File: src/rtl/bfi_pkg.sv
package bfi_pkg;
    localparam int IRQ_W         = 7;
    localparam int IRQ_TX_AEMPTY = 0;
    localparam int IRQ_RX_AFULL  = 1;
    localparam int IRQ_TX_UNDER  = 2;
    localparam int IRQ_TX_OVER   = 3;
    localparam int IRQ_RX_UNDER  = 4;
    localparam int IRQ_RX_OVER   = 5;
    localparam int IRQ_TRAIL     = 6;
    localparam int TRIG_W        = 7;
    localparam int TCNT_W        = 4;

    typedef enum logic [1:0] {
        FS_EMPTY = 2'd0,
        FS_PART  = 2'd1,
        FS_FULL  = 2'd2
    } fill_state_e;

    typedef enum logic [1:0] {
        TS_IDLE  = 2'd0,
        TS_COUNT = 2'd1,
        TS_FIRED = 2'd2
    } trail_state_e;

    typedef struct packed {
        logic overrun;
        logic underrun;
    } fifo_err_t;
endpackage

File: src/rtl/bfi_fifo_core.sv
module bfi_fifo_core
    import bfi_pkg::*;
#(
    parameter int DEPTH = 16,
    parameter int LVLW  = $clog2(DEPTH + 1)
) (
    input  logic            clk,
    input  logic            rst_n,
    input  logic            en,
    input  logic            push,
    input  logic [7:0]      push_data,
    input  logic            pop,
    output logic [7:0]      pop_data,
    output logic [LVLW-1:0] level,
    output logic            full,
    output logic            empty,
    output fifo_err_t       err
);
    localparam int AW = (DEPTH > 1) ? $clog2(DEPTH) : 1;
    localparam logic [LVLW-1:0] DEPTH_L = LVLW'(DEPTH);
    localparam logic [AW-1:0]   LAST_A  = AW'(DEPTH - 1);

    fill_state_e     state_q, state_d;
    logic [AW-1:0]   rd_q, wr_q;
    logic [LVLW-1:0] lvl_q, lvl_d;
    logic [7:0]      mem [DEPTH];
    logic            pop_ok, push_ok;

    always_comb begin
        pop_ok       = en & pop & (state_q != FS_EMPTY);
        push_ok      = en & push & ((state_q != FS_FULL) | pop_ok);
        err.underrun = en & pop & (state_q == FS_EMPTY);
        err.overrun  = en & push & ~push_ok;
    end

    always_comb begin
        lvl_d = lvl_q;
        if (!en)
            lvl_d = '0;
        else if (push_ok && !pop_ok)
            lvl_d = lvl_q + 1'b1;
        else if (pop_ok && !push_ok)
            lvl_d = lvl_q - 1'b1;
    end

    always_comb begin
        state_d = state_q;
        unique case (state_q)
            FS_EMPTY: begin
                if (push_ok)
                    state_d = (DEPTH_L == 1) ? FS_FULL : FS_PART;
            end
            FS_PART: begin
                if (push_ok && !pop_ok && lvl_q == DEPTH_L - 1'b1)
                    state_d = FS_FULL;
                else if (pop_ok && !push_ok && lvl_q == 1)
                    state_d = FS_EMPTY;
            end
            FS_FULL: begin
                if (pop_ok && !push_ok)
                    state_d = (DEPTH_L == 1) ? FS_EMPTY : FS_PART;
            end
            default: state_d = FS_EMPTY;
        endcase
        if (!en)
            state_d = FS_EMPTY;
    end

    always_ff @(posedge clk) begin
        if (!rst_n) begin
            state_q <= FS_EMPTY;
            lvl_q   <= '0;
            rd_q    <= '0;
            wr_q    <= '0;
        end else begin
            state_q <= state_d;
            lvl_q   <= lvl_d;
            if (!en) begin
                rd_q <= '0;
                wr_q <= '0;
            end else begin
                if (pop_ok)
                    rd_q <= (rd_q == LAST_A) ? '0 : rd_q + 1'b1;
                if (push_ok)
                    wr_q <= (wr_q == LAST_A) ? '0 : wr_q + 1'b1;
            end
        end
    end

    always_ff @(posedge clk) begin
        if (push_ok)
            mem[wr_q] <= push_data;
    end

    always_comb begin
        level    = lvl_q;
        full     = (state_q == FS_FULL);
        empty    = (state_q == FS_EMPTY);
        pop_data = empty ? 8'h00 : mem[rd_q];
    end

    // the fill state and the level counter agree
    p_state_level_r5: assert property (@(posedge clk) disable iff (!rst_n)
        (empty == (level == 0)) && (full == (level == DEPTH_L)));

    // a dropped byte leaves the queue at depth
    p_no_overflow_r3: assert property (@(posedge clk) disable iff (!rst_n)
        (en && push && full && !pop) |=> (level == DEPTH_L));

    // a pop from an empty queue does not move the level
    p_underrun_hold_r4: assert property (@(posedge clk) disable iff (!rst_n)
        (en && pop && empty && !push) |=> (level == 0));

    // a disabled queue is flushed
    p_disable_flush_r6: assert property (@(posedge clk) disable iff (!rst_n)
        !en |=> (level == 0));

    // a push and a pop on a full queue keep it full
    p_full_swap_r12: assert property (@(posedge clk) disable iff (!rst_n)
        (en && push && pop && full) |=> (level == DEPTH_L));
endmodule

File: src/rtl/bfi_trail_timer.sv
module bfi_trail_timer
    import bfi_pkg::*;
(
    input  logic              clk,
    input  logic              rst_n,
    input  logic              armed,
    input  logic              activity,
    input  logic [TCNT_W-1:0] limit,
    output logic              fire
);
    trail_state_e      state_q, state_d;
    logic [TCNT_W-1:0] cnt_q, cnt_d, cnt_inc;
    logic              reach;

    always_comb begin
        cnt_inc = (cnt_q == {TCNT_W{1'b1}}) ? cnt_q : cnt_q + 1'b1;
        reach   = (limit != '0) &&
                  (({1'b0, cnt_q} + 1'b1) == {1'b0, limit});
    end

    always_comb begin
        fire = (state_q != TS_FIRED) && armed && !activity && reach;
    end

    always_comb begin
        state_d = state_q;
        cnt_d   = cnt_q;
        unique case (state_q)
            TS_IDLE, TS_COUNT: begin
                if (!armed || activity) begin
                    state_d = TS_IDLE;
                    cnt_d   = '0;
                end else if (reach) begin
                    state_d = TS_FIRED;
                    cnt_d   = cnt_inc;
                end else begin
                    state_d = TS_COUNT;
                    cnt_d   = cnt_inc;
                end
            end
            TS_FIRED: begin
                if (!armed || activity) begin
                    state_d = TS_IDLE;
                    cnt_d   = '0;
                end
            end
            default: begin
                state_d = TS_IDLE;
                cnt_d   = '0;
            end
        endcase
    end

    always_ff @(posedge clk) begin
        if (!rst_n) begin
            state_q <= TS_IDLE;
            cnt_q   <= '0;
        end else begin
            state_q <= state_d;
            cnt_q   <= cnt_d;
        end
    end

    // fires once per idle stretch
    p_fire_once_r9: assert property (@(posedge clk) disable iff (!rst_n)
        fire |=> !fire);

    // activity restarts the count
    p_restart_r9: assert property (@(posedge clk) disable iff (!rst_n)
        activity |=> (cnt_q == '0));
endmodule

File: src/rtl/bfi_irq_status.sv
module bfi_irq_status
    import bfi_pkg::*;
(
    input  logic             clk,
    input  logic             rst_n,
    input  logic [IRQ_W-1:0] set_i,
    input  logic [IRQ_W-1:0] clear_i,
    input  logic [IRQ_W-1:0] enable_i,
    output logic [IRQ_W-1:0] status_o,
    output logic             irq_o
);
    logic [IRQ_W-1:0] st_q;

    for (genvar k = 0; k < IRQ_W; k++) begin : g_bit
        always_ff @(posedge clk) begin
            if (!rst_n)
                st_q[k] <= 1'b0;
            else if (set_i[k])
                st_q[k] <= 1'b1;
            else if (clear_i[k])
                st_q[k] <= 1'b0;
        end

        // a clear with no concurrent set empties the bit
        p_w1c_r10: assert property (@(posedge clk) disable iff (!rst_n)
            (clear_i[k] && !set_i[k]) |=> !status_o[k]);

        // a bit holds until cleared
        p_sticky_r10: assert property (@(posedge clk) disable iff (!rst_n)
            (status_o[k] && !clear_i[k]) |=> status_o[k]);

        // a set always lands
        p_set_wins_r10: assert property (@(posedge clk) disable iff (!rst_n)
            set_i[k] |=> status_o[k]);
    end

    always_comb begin
        status_o = st_q;
        irq_o    = |(st_q & enable_i);
    end
endmodule

File: src/rtl/byte_fifo_irq.sv
module byte_fifo_irq
    import bfi_pkg::*;
#(
    parameter int DEPTH = 16
) (
    input  logic              clk,
    input  logic              rst_n,
    input  logic [31:0]       ctrl_word,
    input  logic [TCNT_W-1:0] trail_count,
    input  logic [IRQ_W-1:0]  irq_enable,
    input  logic [IRQ_W-1:0]  irq_clear,
    input  logic              host_tx_wr,
    input  logic [7:0]        host_tx_data,
    input  logic              host_rx_rd,
    output logic [7:0]        host_rx_data,
    input  logic              eng_tx_pop,
    output logic [7:0]        eng_tx_data,
    input  logic              eng_rx_push,
    input  logic [7:0]        eng_rx_data,
    output logic [31:0]       fifo_status,
    output logic [IRQ_W-1:0]  irq_status,
    output logic              irq
);
    localparam int LVLW = $clog2(DEPTH + 1);
    localparam int NQ   = 2;
    localparam int QTX  = 0;
    localparam int QRX  = 1;

    logic [TRIG_W-1:0] tx_trig, rx_trig;
    logic              unused_ctrl;
    logic [NQ-1:0]     q_en, q_push, q_pop, q_full, q_empty;
    logic [7:0]        q_wdata [NQ];
    logic [7:0]        q_rdata [NQ];
    logic [LVLW-1:0]   q_lvl   [NQ];
    fifo_err_t         q_err   [NQ];
    logic [TRIG_W-1:0] tx_lvl7, rx_lvl7;
    logic              armed, rx_act, trail_fire;
    logic [IRQ_W-1:0]  irq_set;

    always_comb begin
        q_en[QRX]    = ctrl_word[0];
        q_en[QTX]    = ctrl_word[1];
        rx_trig      = ctrl_word[10:4];
        tx_trig      = ctrl_word[22:16];
        unused_ctrl  = ^{ctrl_word[31:23], ctrl_word[15:11], ctrl_word[3:2]};
        q_push[QTX]  = host_tx_wr;
        q_wdata[QTX] = host_tx_data;
        q_pop[QTX]   = eng_tx_pop;
        q_push[QRX]  = eng_rx_push;
        q_wdata[QRX] = eng_rx_data;
        q_pop[QRX]   = host_rx_rd;
    end

    for (genvar q = 0; q < NQ; q++) begin : g_q
        bfi_fifo_core #(.DEPTH(DEPTH), .LVLW(LVLW)) u_core (
            .clk       (clk),
            .rst_n     (rst_n),
            .en        (q_en[q]),
            .push      (q_push[q]),
            .push_data (q_wdata[q]),
            .pop       (q_pop[q]),
            .pop_data  (q_rdata[q]),
            .level     (q_lvl[q]),
            .full      (q_full[q]),
            .empty     (q_empty[q]),
            .err       (q_err[q])
        );
    end

    always_comb begin
        tx_lvl7 = TRIG_W'(q_lvl[QTX]);
        rx_lvl7 = TRIG_W'(q_lvl[QRX]);
        armed   = q_en[QRX] && (rx_lvl7 != '0) && (rx_lvl7 < rx_trig);
        rx_act  = q_en[QRX] && (eng_rx_push || host_rx_rd);
    end

    bfi_trail_timer u_trail (
        .clk      (clk),
        .rst_n    (rst_n),
        .armed    (armed),
        .activity (rx_act),
        .limit    (trail_count),
        .fire     (trail_fire)
    );

    always_comb begin
        irq_set                = '0;
        irq_set[IRQ_TX_AEMPTY] = q_en[QTX] && (tx_lvl7 <= tx_trig);
        irq_set[IRQ_RX_AFULL]  = q_en[QRX] && (rx_lvl7 != '0) && (rx_lvl7 >= rx_trig);
        irq_set[IRQ_TX_UNDER]  = q_err[QTX].underrun;
        irq_set[IRQ_TX_OVER]   = q_err[QTX].overrun;
        irq_set[IRQ_RX_UNDER]  = q_err[QRX].underrun;
        irq_set[IRQ_RX_OVER]   = q_err[QRX].overrun;
        irq_set[IRQ_TRAIL]     = trail_fire;
    end

    bfi_irq_status u_irq (
        .clk      (clk),
        .rst_n    (rst_n),
        .set_i    (irq_set),
        .clear_i  (irq_clear),
        .enable_i (irq_enable),
        .status_o (irq_status),
        .irq_o    (irq)
    );

    always_comb begin
        fifo_status        = '0;
        fifo_status[6:0]   = tx_lvl7;
        fifo_status[7]     = q_full[QTX];
        fifo_status[8]     = q_empty[QTX];
        fifo_status[22:16] = rx_lvl7;
        fifo_status[23]    = q_full[QRX];
        fifo_status[24]    = q_empty[QRX];
        eng_tx_data        = q_rdata[QTX];
        host_rx_data       = q_rdata[QRX];
    end

    // a disabled transmit queue raises no transmit error
    p_tx_off_quiet_r6: assert property (@(posedge clk) disable iff (!rst_n)
        !ctrl_word[1] |=> !(irq_status[IRQ_TX_OVER] && !$past(irq_status[IRQ_TX_OVER])));

    // almost-full never comes from an empty receive queue
    p_afull_nonempty_r8: assert property (@(posedge clk) disable iff (!rst_n)
        (q_en[QRX] && q_empty[QRX] && !irq_status[IRQ_RX_AFULL]) |=> !irq_status[IRQ_RX_AFULL]);
endmodule

File: config.mk
export PLATFORM = sky130hd
export DESIGN_NAME = byte_fifo_irq
export DESIGN_NICKNAME = d
export VERILOG_FILES = /design/src/rtl/bfi_pkg.sv /design/src/rtl/bfi_fifo_core.sv /design/src/rtl/bfi_trail_timer.sv /design/src/rtl/bfi_irq_status.sv /design/src/rtl/byte_fifo_irq.sv
export SDC_FILE = /design/constraint.sdc
export NUM_CORES = 1
export LEC_CHECK = 0
export BUFFER_PORTS_ARGS = -buffer_cell sky130_fd_sc_hd__buf_2
export CAP_MARGIN = 10
export CORE_ASPECT_RATIO = 1.25
export CORE_MARGIN = 8
export CORE_UTILIZATION = 45
export DETAILED_ROUTE_END_ITERATION = 16
export GPL_TIMING_DRIVEN = 0
export PLACE_DENSITY_LB_ADDON = 0.2
export SETUP_SLACK_MARGIN = 0.1
export SYNTH_ARGS = -nofsm -noshare
export SYNTH_HDL_FRONTEND = slang
export SYNTH_HIERARCHICAL = 1
export SYNTH_SLANG_ARGS = --single-unit
File: constraint.sdc
create_clock -name clk -period 4.9 [get_ports clk]
set_input_delay 0.49 -clock clk [delete_from_list [all_inputs] [get_ports clk]]
set_output_delay 0.49 -clock clk [all_outputs]
set_load 0.02 [all_outputs]
==> impl_summary.md <==
Yosys
The synthesis warning total is 6. The unique cell type count in the Yosys netlist is between 70 and 80. The post-synthesis cell area is 13280 µm². The part of the Yosys area used for sequential elements is 0.6556.

The most common flop cell mapped by yosys is sky130_fd_sc_hd__edfxtp_1. Counting flops with an async set or reset pin after synthesis yields a share of 0. The synthesized area per cell is about 15 µm². Synthesis produced a netlist whose cell count is 913. Counting flops with a built-in enable in the synthesized netlist gives roughly 260. Counting flops and latches in the post-synthesis netlist gives between 300 and 400.

Die
The I/O pin count is roughly 130. The initial utilization of the core area, before any placement, comes to 0.4554. The floorplan step set the die height to 208.1 µm. The floorplan has 70 rows. The die is 169.7 µm wide. The core area is around 29000 µm². The area enclosed by the die boundary is 35300 µm².

Run
The count of max-cap constraint violations is 0.

Final layout
The total inserted antenna cells is 0. The fraction of final layout cells sized beyond drive strength 1 is 0.2222. The multi-input combinational cells in the finished layout cover a total of 4138 µm². The sequential cell area is a little under 9000 µm². The layout has between 2000 and 2500 filler cells. The count of nets after finishing is around 1200.

The synthesis-to-layout area growth is 15.72%. The finished cells cover between 15000 and 20000 µm².

Outcome
The flow ran to the end, and the final reports show no timing, DRC or antenna violations.

Worst setup path
The setup path with the least slack is of type flip-flop to output pin. The worst endpoint data arrival time is ~2600 ps. The worst setup path is launched from a flip-flop. STA puts the critical path data required time at ~4400 ps. Traced cell by cell, the critical path runs through nor2_1 -> nor2_1 -> a22oi_1 -> o211ai_1 -> buf_2. Among cell families on the critical path, the largest total delay comes from simple AND/OR/NAND/NOR gates. On the worst path, the slowest cell contributes a delay of between 500 and 600 ps. The cell repeated most along the worst path is sky130_fd_sc_hd__nor2_1.

The slowest stage of the critical path is the sky130_fd_sc_hd__nor2_1 cell. The worst setup path is captured at an output pin. In this run the worst path has a maximum fanout of 9. The number of buffers and inverters on the critical path is 1.

Global route
Global routing finished with a remaining overflow of 0. The number of antenna violations at the first check in global routing was 0. The via count of the first global-routing pass is between 7000 and 8000. The total track usage is 0.1576.

The wire length of the first global-routing pass is 44260 µm. The largest net degree at the start of global routing is 17.

Clock tree
CTS built an H-tree with a depth of 1. The number of buffers created by CTS is 31. Once the clock tree was built, the resizer swapped 0 gates to a different size. The insertion delay to the later sink of the worst-skew pair is about 570 ps. The number of buffers inserted for hold repair after clock tree synthesis is 0.

TritonCTS built the clock tree. The clock net sink count is just over 300. The number of setup buffers added after CTS is 0.

The cell at the root of the clock tree is sky130_fd_sc_hd__clkbuf_16. In this run the deepest clock path goes through 3 buffers. The CTS clock-pin slew for the worst setup and hold paths is 60 ps.

STA
The final count of hold timing violations came to 0. The measured slew at the worst slew-check pin is between 800 and 900 ps. The final-layout setup total negative slack is 0 ps. The clock period could shrink to roughly 3000 ps.

The final clock skew is 17.19 ps. Setup repair after global routing left no endpoint under its margin. The count of pins over their slew limit is 0.

The worst hold margin is around 240 ps. Setup violations remaining at the end of the flow were counted as 0. For this run, the top clock speed supported by timing is between 0.3 and 0.4 GHz. The final clock period utilization by the worst path is 0.6225.

The final critical-path setup slack is approximately 1800 ps. The worst relative slew slack is 0.4260.

Placement
The routability-driven placement congestion ratio is 0.8175. The post-placement setup slack is about 2100 ps. The number of port buffers is between 90 and 100. The half-perimeter wire length of the detailed placement result is between 15000 and 20000 µm. After detailed placement, the total cell area comes to ~14000 µm².

Worst hold path
The class of the tightest hold or removal check is input port to flip-flop.

Route
Dividing the detail-routed wire length by the instance count gives 18.89 µm. The total vias in the final route is about 8000. The iteration count of the initial detailed-routing pass is 5. The detail-routed via count per cell is 5.304.

The number of nets with antenna violations after detailed routing is 0. The DRC violations left is 0. Summed over all layers, the routed wires come to roughly 28000 µm.

The initial DRC count is between 400 and 500.

Power
The static leakage power is 5.269 nW. The worst IR drop on VDD is roughly 0.00027 V. The power density over cell area is between 300 and 400 nW/µm².
==> placed cells by master, fill, tap and decap left out, types with 9 or more instances in the layout <==
cell type                   synthesis  final
sky130_fd_sc_hd__edfxtp_1         256    256
sky130_fd_sc_hd__buf_2              7    105
sky130_fd_sc_hd__mux2i_1           75     75
sky130_fd_sc_hd__nor2_1            51     51
sky130_fd_sc_hd__dfxtp_1           51     51
sky130_fd_sc_hd__nand2_1           46     46
sky130_fd_sc_hd__a22oi_1           45     45
sky130_fd_sc_hd__inv_1             31     31
sky130_fd_sc_hd__clkbuf_16          0     31
sky130_fd_sc_hd__a21oi_1           29     29
sky130_fd_sc_hd__nor3_1            29     29
sky130_fd_sc_hd__nand3_1           29     29
sky130_fd_sc_hd__ha_1              29     29
sky130_fd_sc_hd__mux4_2            29     29
sky130_fd_sc_hd__buf_4             24     26
sky130_fd_sc_hd__conb_1             1     18
sky130_fd_sc_hd__clkbuf_1          12     17
sky130_fd_sc_hd__nor2b_1           14     14
sky130_fd_sc_hd__nand2b_1          13     13
sky130_fd_sc_hd__o21ai_0           13     13
sky130_fd_sc_hd__o21a_1            11     11
sky130_fd_sc_hd__o21ai_1            9      9
==> area by class of cell <==
class | count | area share
clock buffer | 41 | 0.05560
inverter | 31 | 0.007570
multi-input combinational | 538 | 0.2692
buffer | 54 | 0.02499
timing repair buffer | 101 | 0.03337
tap | 396 | 0.03223
sequential | 307 | 0.5665
clock inverter | 17 | 0.01050
==> cell families (layout without fill, tap and decap cells) <==
family,after synthesis,in the layout,share of synthesized area
DFF,307,307,0.6556
AOI/OAI and AO/OA,146,146,0.07677
other,1,18,0.0002823
adders and majority gates,29,29,0.02732
and+or+nand+nor,233,233,0.09090
buffers and inverters,85,244,0.03768
xor gates and xnor gates,7,7,0.004616
muxes,105,105,0.1068
==> registers in the layout (all words and copies together) (netlist names), named ones only <==
| signal | flops |
|---|---|
| u_trail/cnt_q | 4 |
| g_q.u_core/mem | 256 |
| g_q.u_core/wr_q | 8 |
| g_q.u_core/rd_q | 8 |
| u_trail/state_q | 2 |
| g_q.u_core/state_q | 4 |
| u_irq/status_o | 7 |
| g_q.u_core/level | 10 |
==> worst register-to-register path, cell delays in order, from the launching register on <==
cell,delay (ps)
sky130_fd_sc_hd__dfxtp_1,380
sky130_fd_sc_hd__or3b_4,310
sky130_fd_sc_hd__and2_0,120
sky130_fd_sc_hd__clkbuf_1,220
sky130_fd_sc_hd__nand2_1,150
sky130_fd_sc_hd__nor3_1,500
sky130_fd_sc_hd__buf_2,310
==> routing by layer <==
metal  wire (µm)  global-route usage  share of wire  vias to the layer above
met5           0                   0              0                        -
met4         736             0.05136          0.026                        0
met3        1304             0.02633          0.046                       45
met2       14540              0.2850           0.52                      174
met1       11470              0.1861           0.41                     3881
li1            -                   -              -                     3777
==> report_power, final <==
group / total, mW / internal [mW] / switching [mW]
registers: 2.84 / 2.84 / 0.00773
logic: 0.216 / 0.0787 / 0.137
clock network: 2.31 / 1.34 / 0.970
total: 5.37 / 4.25 / 1.11
==> synth_stat cells, types with 5 or more instances <==
cell                       count  area [µm²]
sky130_fd_sc_hd__a21oi_1      29       145.1
sky130_fd_sc_hd__a22oi_1      45       337.8
sky130_fd_sc_hd__and2_1        5       31.28
sky130_fd_sc_hd__and3_1        7       43.79
sky130_fd_sc_hd__buf_2         7       35.03
sky130_fd_sc_hd__buf_4        24       180.2
sky130_fd_sc_hd__buf_6         6       67.56
sky130_fd_sc_hd__clkbuf_1     12       45.04
sky130_fd_sc_hd__dfxtp_1      51        1021
sky130_fd_sc_hd__edfxtp_1    256        7687
sky130_fd_sc_hd__ha_1         29       362.9
sky130_fd_sc_hd__inv_1        31       116.4
sky130_fd_sc_hd__mux2i_1      75       750.7
sky130_fd_sc_hd__mux4_2       29       653.1
sky130_fd_sc_hd__nand2_1      46       172.7
sky130_fd_sc_hd__nand2b_1     13       81.33
sky130_fd_sc_hd__nand3_1      29       145.1
sky130_fd_sc_hd__nand4_1       7       43.79
sky130_fd_sc_hd__nor2_1       51       191.4
sky130_fd_sc_hd__nor2b_1      14       87.58
sky130_fd_sc_hd__nor3_1       29       145.1
sky130_fd_sc_hd__o211ai_1      8       60.06
sky130_fd_sc_hd__o21a_1       11       82.58
sky130_fd_sc_hd__o21ai_0      13       65.06
sky130_fd_sc_hd__o21ai_1       9       45.04
sky130_fd_sc_hd__xor2_1        5       43.79
==> worst paths after layout <==
| check | from | end | slack, ps | cells after the start |
|---|---|---|---|---|
| setup reg to reg | g_q[0].u_core/state_q[1] | g_q[0].u_core/mem[1][4] | 2620 | 6 |
| setup / recovery | g_q[0].u_core/state_q[1] | eng_tx_data[7] | 1850 | 5 |
| hold reg to reg | g_q[0].u_core/rd_q[3] | flip-flop | 510 | 2 |
| hold / removal | irq_clear[2] | u_irq/status_o[2] | 240 | 3 |
==> stage by stage <==
step	total power [mW]	utilization	instances
after global placement	3.110	0.4906	1419
after detailed placement	3.116	0.4918	1425
after floorplan	3.020	-	930
after CTS	5.425	0.5266	1483
after global routing	5.545	0.5270	1485
final	5.369	0.5270	1485
Power figures use the tool's default switching activity.
